===== config.mk =====
export PLATFORM = sky130hd
export DESIGN_NAME = mgmt_rx_classifier
export DESIGN_NICKNAME = d
export VERILOG_FILES = /design/src/rtl/mrc_pkg.sv /design/src/rtl/mrc_cap_ram.sv /design/src/rtl/mrc_fwd_path.sv /design/src/rtl/mrc_wake_capture.sv /design/src/rtl/mgmt_rx_classifier.sv
export SDC_FILE = /design/constraint.sdc
export NUM_CORES = 1
export LEC_CHECK = 0
export BUFFER_PORTS_ARGS = -buffer_cell sky130_fd_sc_hd__buf_2
export CORE_MARGIN = 2
export CORE_UTILIZATION = 31
export CTS_CLUSTER_DIAMETER = 40
export CTS_CLUSTER_SIZE = 10
export DETAILED_ROUTE_END_ITERATION = 10
export PLACE_DENSITY = 0.48
export SKIP_LAST_GASP = 1
export SYNTH_ARGS = -nofsm -noshare
export SYNTH_HDL_FRONTEND = slang
export SYNTH_SLANG_ARGS = --single-unit

===== constraint.sdc =====
create_clock -name clk -period 3.3 [get_ports clk]
set_clock_uncertainty 0.05 [all_clocks]
set_input_delay 0.66 -clock clk [delete_from_list [all_inputs] [get_ports clk]]
set_output_delay 0.66 -clock clk [all_outputs]
set_load 0.02 [all_outputs]

===== src/rtl/mrc_pkg.sv =====
package mrc_pkg;
  typedef enum logic [1:0] {
    MODE_DROP = 2'd0,
    MODE_FWD  = 2'd1,
    MODE_WAKE = 2'd2
  } frame_mode_e;
endpackage


===== src/rtl/mrc_cap_ram.sv =====
module mrc_cap_ram #(
  parameter int DEPTH  = 120,
  parameter int DATA_W = 8,
  localparam int AW    = $clog2(DEPTH)
) (
  input  logic              clk,
  input  logic              wr_en,
  input  logic [AW-1:0]     wr_addr,
  input  logic [DATA_W-1:0] wr_data,
  input  logic [AW-1:0]     rd_addr,
  output logic [DATA_W-1:0] rd_data
);
  logic [DATA_W-1:0] mem [0:DEPTH-1];

  always_ff @(posedge clk) begin
    if (wr_en) mem[wr_addr] <= wr_data;
    rd_data <= mem[rd_addr];
  end
endmodule


===== src/rtl/mrc_fwd_path.sv =====
module mrc_fwd_path #(
  parameter int                DATA_W    = 8,
  parameter int                STAT_W    = 16,
  parameter int                MGMT_BIT  = 8,
  parameter int                PORT_LSB  = 0,
  parameter int                PORT_W    = 4,
  parameter logic [PORT_W-1:0] MGMT_PORT = 4'hA
) (
  input  logic              clk,
  input  logic              rst,
  input  logic              beat,
  input  logic [DATA_W-1:0] data,
  input  logic              sof,
  input  logic              eof,
  input  logic              mgmt,
  output logic              out_valid,
  output logic [DATA_W-1:0] out_data,
  output logic              out_sof,
  output logic              out_eof,
  output logic              desc_valid,
  output logic [STAT_W-1:0] desc_status
);
  logic [STAT_W-1:0] status_word;

  always_comb begin
    status_word = '0;
    if (mgmt) begin
      status_word[MGMT_BIT]               = 1'b1;
      status_word[PORT_LSB +: PORT_W]     = MGMT_PORT;
    end
  end

  always_ff @(posedge clk) begin
    if (rst) begin
      out_valid   <= 1'b0;
      out_data    <= '0;
      out_sof     <= 1'b0;
      out_eof     <= 1'b0;
      desc_valid  <= 1'b0;
      desc_status <= '0;
    end else begin
      out_valid  <= beat;
      out_data   <= data;
      out_sof    <= beat && sof;
      out_eof    <= beat && eof;
      desc_valid <= beat && eof;
      if (beat && eof) desc_status <= status_word;
    end
  end
endmodule


===== src/rtl/mrc_wake_capture.sv =====
module mrc_wake_capture #(
  parameter int  CAP_LEN = 120,
  parameter int  DATA_W  = 8,
  localparam int AW      = $clog2(CAP_LEN),
  localparam int CNT_W   = $clog2(CAP_LEN + 1)
) (
  input  logic              clk,
  input  logic              rst,
  input  logic              beat,
  input  logic              sof,
  input  logic              eof,
  input  logic [DATA_W-1:0] data,
  input  logic              pme_clr,
  input  logic [AW-1:0]     rd_addr,
  output logic [DATA_W-1:0] rd_data,
  output logic              pme_n,
  output logic              pending,
  output logic [CNT_W-1:0]  cap_len
);
  localparam logic [CNT_W-1:0] LIMIT = CNT_W'(CAP_LEN);

  logic [CNT_W-1:0] cnt_q;
  logic [CNT_W-1:0] idx;
  logic             room;
  logic             pend_q;

  assign idx     = sof ? '0 : cnt_q;
  assign room    = idx < LIMIT;
  assign pending = pend_q;
  assign pme_n   = ~pend_q;

  always_ff @(posedge clk) begin
    if (rst) begin
      cnt_q   <= '0;
      cap_len <= '0;
      pend_q  <= 1'b0;
    end else begin
      if (beat) cnt_q <= room ? idx + 1'b1 : idx;
      if (beat && eof) begin
        cap_len <= room ? idx + 1'b1 : LIMIT;
        pend_q  <= 1'b1;
      end else if (pme_clr) begin
        pend_q  <= 1'b0;
      end
    end
  end

  mrc_cap_ram #(.DEPTH(CAP_LEN), .DATA_W(DATA_W)) u_ram (
    .clk     (clk),
    .wr_en   (beat && room),
    .wr_addr (AW'(idx)),
    .wr_data (data),
    .rd_addr (rd_addr),
    .rd_data (rd_data)
  );
endmodule


===== src/rtl/mgmt_rx_classifier.sv =====
module mgmt_rx_classifier
  import mrc_pkg::*;
#(
  parameter int                CAP_LEN   = 120,
  parameter int                DATA_W    = 8,
  parameter int                STAT_W    = 16,
  parameter int                MGMT_BIT  = 8,
  parameter int                PORT_LSB  = 0,
  parameter int                PORT_W    = 4,
  parameter logic [PORT_W-1:0] MGMT_PORT = 4'hA
) (
  input  logic                          clk,
  input  logic                          rst,
  input  logic                          in_valid,
  input  logic [DATA_W-1:0]             in_data,
  input  logic                          in_sof,
  input  logic                          in_eof,
  input  logic                          in_mgmt,
  input  logic                          pwr_down,
  input  logic                          pme_clr,
  input  logic [$clog2(CAP_LEN)-1:0]    cap_rd_addr,
  output logic                          out_valid,
  output logic [DATA_W-1:0]             out_data,
  output logic                          out_sof,
  output logic                          out_eof,
  output logic                          desc_valid,
  output logic [STAT_W-1:0]             desc_status,
  output logic                          pme_n,
  output logic [$clog2(CAP_LEN+1)-1:0]  cap_len,
  output logic [DATA_W-1:0]             cap_rd_data
);
  frame_mode_e mode_q, beat_mode;
  logic        mgmt_q, beat_mgmt;
  logic        wake_pending;

  always_comb begin
    beat_mode = mode_q;
    beat_mgmt = mgmt_q;
    if (in_sof) begin
      beat_mgmt = in_mgmt;
      if (!pwr_down)                        beat_mode = MODE_FWD;
      else if (in_mgmt && !wake_pending)    beat_mode = MODE_WAKE;
      else                                  beat_mode = MODE_DROP;
    end
  end

  always_ff @(posedge clk) begin
    if (rst) begin
      mode_q <= MODE_DROP;
      mgmt_q <= 1'b0;
    end else if (in_valid) begin
      mode_q <= in_eof ? MODE_DROP : beat_mode;
      mgmt_q <= beat_mgmt;
    end
  end

  mrc_fwd_path #(
    .DATA_W(DATA_W), .STAT_W(STAT_W), .MGMT_BIT(MGMT_BIT),
    .PORT_LSB(PORT_LSB), .PORT_W(PORT_W), .MGMT_PORT(MGMT_PORT)
  ) u_fwd (
    .clk         (clk),
    .rst         (rst),
    .beat        (in_valid && beat_mode == MODE_FWD),
    .data        (in_data),
    .sof         (in_sof),
    .eof         (in_eof),
    .mgmt        (beat_mgmt),
    .out_valid   (out_valid),
    .out_data    (out_data),
    .out_sof     (out_sof),
    .out_eof     (out_eof),
    .desc_valid  (desc_valid),
    .desc_status (desc_status)
  );

  mrc_wake_capture #(.CAP_LEN(CAP_LEN), .DATA_W(DATA_W)) u_cap (
    .clk     (clk),
    .rst     (rst),
    .beat    (in_valid && beat_mode == MODE_WAKE),
    .sof     (in_sof),
    .eof     (in_eof),
    .data    (in_data),
    .pme_clr (pme_clr),
    .rd_addr (cap_rd_addr),
    .rd_data (cap_rd_data),
    .pme_n   (pme_n),
    .pending (wake_pending),
    .cap_len (cap_len)
  );
endmodule


# Word-level counts from Yosys, hierarchy flattened
# Memory sizes are Yosys's and may differ from the RTL's. A register that Yosys moved wholly into a read port is not among the register bits.
# Index checks and enable logic that the tools add are counted.
dict set report word_totals {
  out_inout_bits 44
  reg_bits 34
  memories 1
  elab_cells 39
  input_bits 23
  mem_bits_rw 960
}
# name depth word_bits read_ports rd_ports_with_merged_regs wr line
set memory_table {}
lappend memory_table {u_cap.u_ram.mem 120 8 1 1 1 mrc_cap_ram.sv:13} ;# logic [DATA_W-1:0] mem [0:DEPTH-1];
dict set report op_classes {
  bitwise_logic 1
  order_cmp 1
  eq_ne 2
  muxes 14
  n_reduce_logical 9
  add_sub_neg 1
}
# cell n
set ops {}
lappend ops {{$mux W7} 3}
lappend ops {{$mux W2} 4}
lappend ops {{$add A7 B1 Y7 const B} 1}
lappend ops {{$logic_and A1 B1 Y1} 7}
lappend ops {{$lt A7 B7 Y1 const B} 1}
lappend ops {{$mux W1} 6}
lappend ops {{$mux W4} 1}
lappend ops {{$eq A2 B1 Y1 const B} 1}
lappend ops {{$eq A2 B2 Y1 const B} 1}
lappend ops {{$reduce_bool A2 Y1} 1}
lappend ops {{$logic_not A1 Y1} 1}
lappend ops {{$not A1 Y1} 1}

# Longest topological paths before layout
dict set report logic_depth {
  depth_word 10
  depth_mapped 11
  ltp_nobuf 10
}

# By module
# From an unflattened synthesis, not the netlist that was laid out.
dict set report unflattened {
  cells_unflattened 1937
  hier_area_um2 39243.9
}
# module instances seq_area_each_um2 cells_per_inst area_per_inst_um2
set by_module_without_submodules {}
lappend by_module_without_submodules {mrc_cap_ram 1 28987.8 1771 37745.0}
lappend by_module_without_submodules {mrc_wake_capture 1 300.3 101 814.5}
lappend by_module_without_submodules {mrc_fwd_path 1 240.2 43 475.5}
lappend by_module_without_submodules {mgmt_rx_classifier 1 60.1 22 209.0}

# Worst setup path after synthesis
# No wires, ideal clock.
dict set report synth_timing {
  kind {in2reg}
  from {in in_sof}
  to {mem u_cap.u_ram.mem[66][0] (enable)}
  stages 9
  t_required_ps 2880
  arrival_ps 2470
  setup_ps 370
  n_path_buf 3
  path_slack_ps 409
  cell_sequence {buf_4 nand4b_4 a221oi_4 and2_1 buf_4 and2b_2 nand2_2 buf_2 nor2_1}
}
dict set report synth_between {
  elab_chain_cells 6
  elab_cells_between_ends 8
  classes_between {order compare: 1; eq/ne: 1; mux: 4; reduce/logical: 2}
}
# element line
set synth_lines {}
lappend synth_lines {{start: declaration} mgmt_rx_classifier.sv:16} ;# input logic in_sof,
lappend synth_lines {{branches (longest 6 deep; another with $lt A7 B7 Y1)} -}
lappend synth_lines {{end: declaration} mrc_cap_ram.sv:13}
# Several ways; the timed one is not identified.

==> metrics.md <==
| Metric | Value |
|---|---|
| Number of detailed-routing iterations run before antenna repair | 5 |
| Via count of the first global-routing pass | 21510 |
| Worst reg2reg setup slack | 0.77 ns |
| Clk sink count | 998 |
| Worst reg2reg startpoint | mode_q[0]$_SDFFE_PP0P_ |
| Clock buffers created by TritonCTS | 148 |
| TritonCTS clock tree | built |
| Least-Margin Pin Slew | 1.179 ns |
| CP Class | in2reg |
| Delay contributed by the slowest stage of the critical path | 0.96 ns |
| Critical register-to-register path endpoint | u_cap.u_ram.mem[14][4]$_DFFE_PP_ |
| Antenna diode count | 0 |
| Aggregate negative setup slack | 0 ns |
| Remaining design rule violation count | 0 |
| EDFF count, synth | 960 |
| Unrepaired setup endpoints after global routing | no |
| Buffering stage count on the worst path with inverters included | 3 |
| Synth warn | 0 |
| Share of synthesized registers carrying an async set or reset | 0 |
| Horizontal die dimension | 358.3 um |
| DRT Wirelength | 107.2 mm |
| Setup Fix Bufs, Post-CTS | 0 |
| Vertical extent of the die | 358.3 um |
| Critical path startpoint | cap_rd_addr[4] |
| Hold Vio Cnt, Final | 0 |
| CP delay by family, top | simple AND/OR/NAND/NOR gates |
| Sum of net half-perimeters after detailed placement | 69.85 mm |
| Critical Path Source Type | input port |
| Clock edge transition at the registers on the reported setup and hold paths | 0.05 ns |
| Outcome | complete, no violations |
| Overall power after layout | 30160 uW |
| Static leakage | 0.01615 uW |
| Placement Cell Area | 0.04319 mm2 |
| Finished Cell Area | 0.04785 mm2 |
| Critical Path End | u_cap.u_ram.rd_data[4]$_DFF_P_ |
| Remaining number of nets flagged by the antenna check after routing | 0 |
| Number of H-tree levels | 4 |
| Average detailed-routed wire length per instance | 25.50 um |
| Time the worst path needs with I/O delays and setup | 2.692 ns |
| Max-slew headroom | 0.2067 |
| Critical-path top delay cell | sky130_fd_sc_hd__nor4_1 |
| Commonest non-fill, non-tap cells in the layout | sky130_fd_sc_hd__edfxtp_1 (960), sky130_fd_sc_hd__buf_4 (269), sky130_fd_sc_hd__mux2i_1 (207) |
| Root Driver | sky130_fd_sc_hd__clkbuf_16 |
| Most common library cell in the layout ignoring fill and taps | sky130_fd_sc_hd__edfxtp_1 |
| DRC marker count from the first detailed-route iteration | 1987 |
| Largest driver fanout on the critical path | 17 |
| IO Count | 67 |
| Distinct cell type count of the synthesized netlist | 46 |
| Final critical-path share of the clock period | 0.8159 |
| Net count, final | 2477 |
| Power per unit of standard cell area | 630.2 mW/mm2 |
| Port Buffers | 53 |
| Routed via count divided by cell count | 4.977 |
| GRT Overall Usage | 0.1683 |
| Crit-path cells | buf_2, buf_4, nand2b_1, buf_4, o22ai_1, nor4_1, o22ai_1, nor2_1 |
| Routability congestion estimate | 0.8488 |
| Maximum VDD drop | 0.5128 mV |
| Max-cap check violation count | 0 |
| Die area | 0.1284 mm2 |
| Predominant post-synthesis flop cell | sky130_fd_sc_hd__edfxtp_1 |
| Upper clock frequency limit | 0.3714 GHz |
| Final Slew Violations | 0 |
| Placeable core region | 0.1251 mm2 |
| Setup crit end kind | register |
| Layout overhead on the synthesized area | 22.96% |
| Row cnt | 130 |
| Hold Crit Class | in2reg |
| Synthesized area | 0.03892 mm2 |
| Required time at the worst-slack endpoint | 3.93 ns |
| Number of buffers added to fix hold violations after cts | 0 |
| Share of the yosys chip area belonging to registers | 0.7603 |
| Via count of the routed design | 20930 |
| Instance count on the critical path | 8 |
| Initial antenna violation count | 4 |
| Clk Latency, worst-skew pair | 0.74 ns |
| Syn Area/Cell | 18.76 um2 |
| Register bit total from synthesis | 998 |
| Count of mapped cells out of synthesis | 2075 |
| Final setup violation count | 0 |
| CP Data Arrival Time | 3.32 ns |
| Starting density of the core | 0.3111 |
| Share of final-layout standard cells stronger than drive strength 1 | 0.2877 |
| Grt ovf | 0 |
| Global-route wire length before repair | 154.1 mm |
| Depth of the worst register-to-register path | 8 |
| Maximum number of pins on one net before global-route repair | 68 |
| Post-CTS resize count | 0 |
| Maximum clock path buffer count | 3 |
-- how the worst min path moves through the flow --
stage | to | slack (ns) | from | cells after the start
final | u_cap.pending$_SDFFE_PP0P_ | 0.14 | pme_clr | 3
after global routing | u_cap.pending$_SDFFE_PP0P_ | 0.14 | pme_clr | 3
after CTS | u_cap.pending$_SDFFE_PP0P_ | 0.09 | pme_clr | 3
after detailed placement | u_cap.cap_len[2]$_SDFFE_PP0P_ | 0.40 | u_cap.cap_len[2]$_SDFFE_PP0P_ | 2
after global placement | u_cap.cap_len[2]$_SDFFE_PP0P_ | 0.40 | u_cap.cap_len[2]$_SDFFE_PP0P_ | 2
after floorplan | mode_q[0]$_SDFFE_PP0P_ | 0.40 | mode_q[0]$_SDFFE_PP0P_ | 2
-- where the power goes --
group / switching [uW] / leakage, uW / internal (uW)
clock network: 5580 / 0.00228 / 9220
logic: 901 / 0.00493 / 503
registers: 36.3 / 0.00894 / 13900
-- cells in the mapped netlist, drive strengths merged, types with 11 or more instances --
master / n / share of area
nor3: 17 / 0.0022
nand4: 16 / 0.0026
mux2i: 207 / 0.053
nand3: 62 / 0.0083
mux4: 148 / 0.086
nor2b: 21 / 0.0034
nor4: 11 / 0.0018
mux2: 13 / 0.0038
buf: 87 / 0.013
a21oi: 43 / 0.0055
nand2: 62 / 0.0061
o22ai: 47 / 0.0076
nor2: 153 / 0.015
a22oi: 74 / 0.014
edfxtp: 960 / 0.74
dfxtp: 38 / 0.020
o21ai: 11 / 0.0014
clkbuf: 39 / 0.0038
-- layout make-up --
class,instances,area (um2)
clock inverters,80,800.8
flip-flops and latches,998,29590
multi-input cells,956,8708
well taps,1650,2064
fillers,11230,77230
repair buffers,341,2805
inverters,7,26.28
clock buffers,173,3861
-- worst register-to-register path: cells and delay by family, from the launching register on --
family / cells / cell delay [ns]
flops: 1 / 0.31
simple gates: 5 / 1.17
compound gates: 1 / 0.26
buf+inv: 2 / 0.45
-- metal layers --
metal	vias up	global-route usage	wire [um]	part of all wire
met2	661	0.2725	51550	0.48
met4	2	0.05138	2332	0.022
met1	10970	0.2289	47050	0.44
met5	-	0	9	0.000084
met3	156	0.03335	6288	0.059
li1	9137	-	-	-
-- through the flow --
step,cells,worst slack [ns],utilization,hold WS (ns)
5_1_grt,4205,0.5309,0.3826,0.1384
4_1_cts,4205,0.5885,0.3826,0.09497
2_1_floorplan,2087,0.4095,-,0.3963
3_5_place_dp,3952,-0.2007,0.3453,0.4021
3_3_place_gp,3952,-0.2094,0.3453,0.3977
6_report,4205,0.6077,0.3826,0.1421
-- kinds of logic (layout without fill, tap and decap cells) --
kind of cell | count (synthesis) | count (layout) | synth area share
simple gates | 376 | 376 | 0.04527
other cells | 1 | 13 | 0.00009636
mux | 368 | 368 | 0.1426
buf+inv | 133 | 601 | 0.01733
compound gates | 194 | 194 | 0.03308
fa+ha+maj | 2 | 2 | 0.0006429
flops | 998 | 998 | 0.7603
xor+xnor | 3 | 3 | 0.0006753
-- state kept, by name, summed over array words and instances (netlist names), 2 cells and up --
register and cells:
u_cap.cap_len 7, u_fwd.out_data 8, mode_q 2, u_cap.cnt_q 7, u_cap.u_ram.rd_data 8, u_cap.u_ram.mem 960
(Power assumes the default switching activity.)
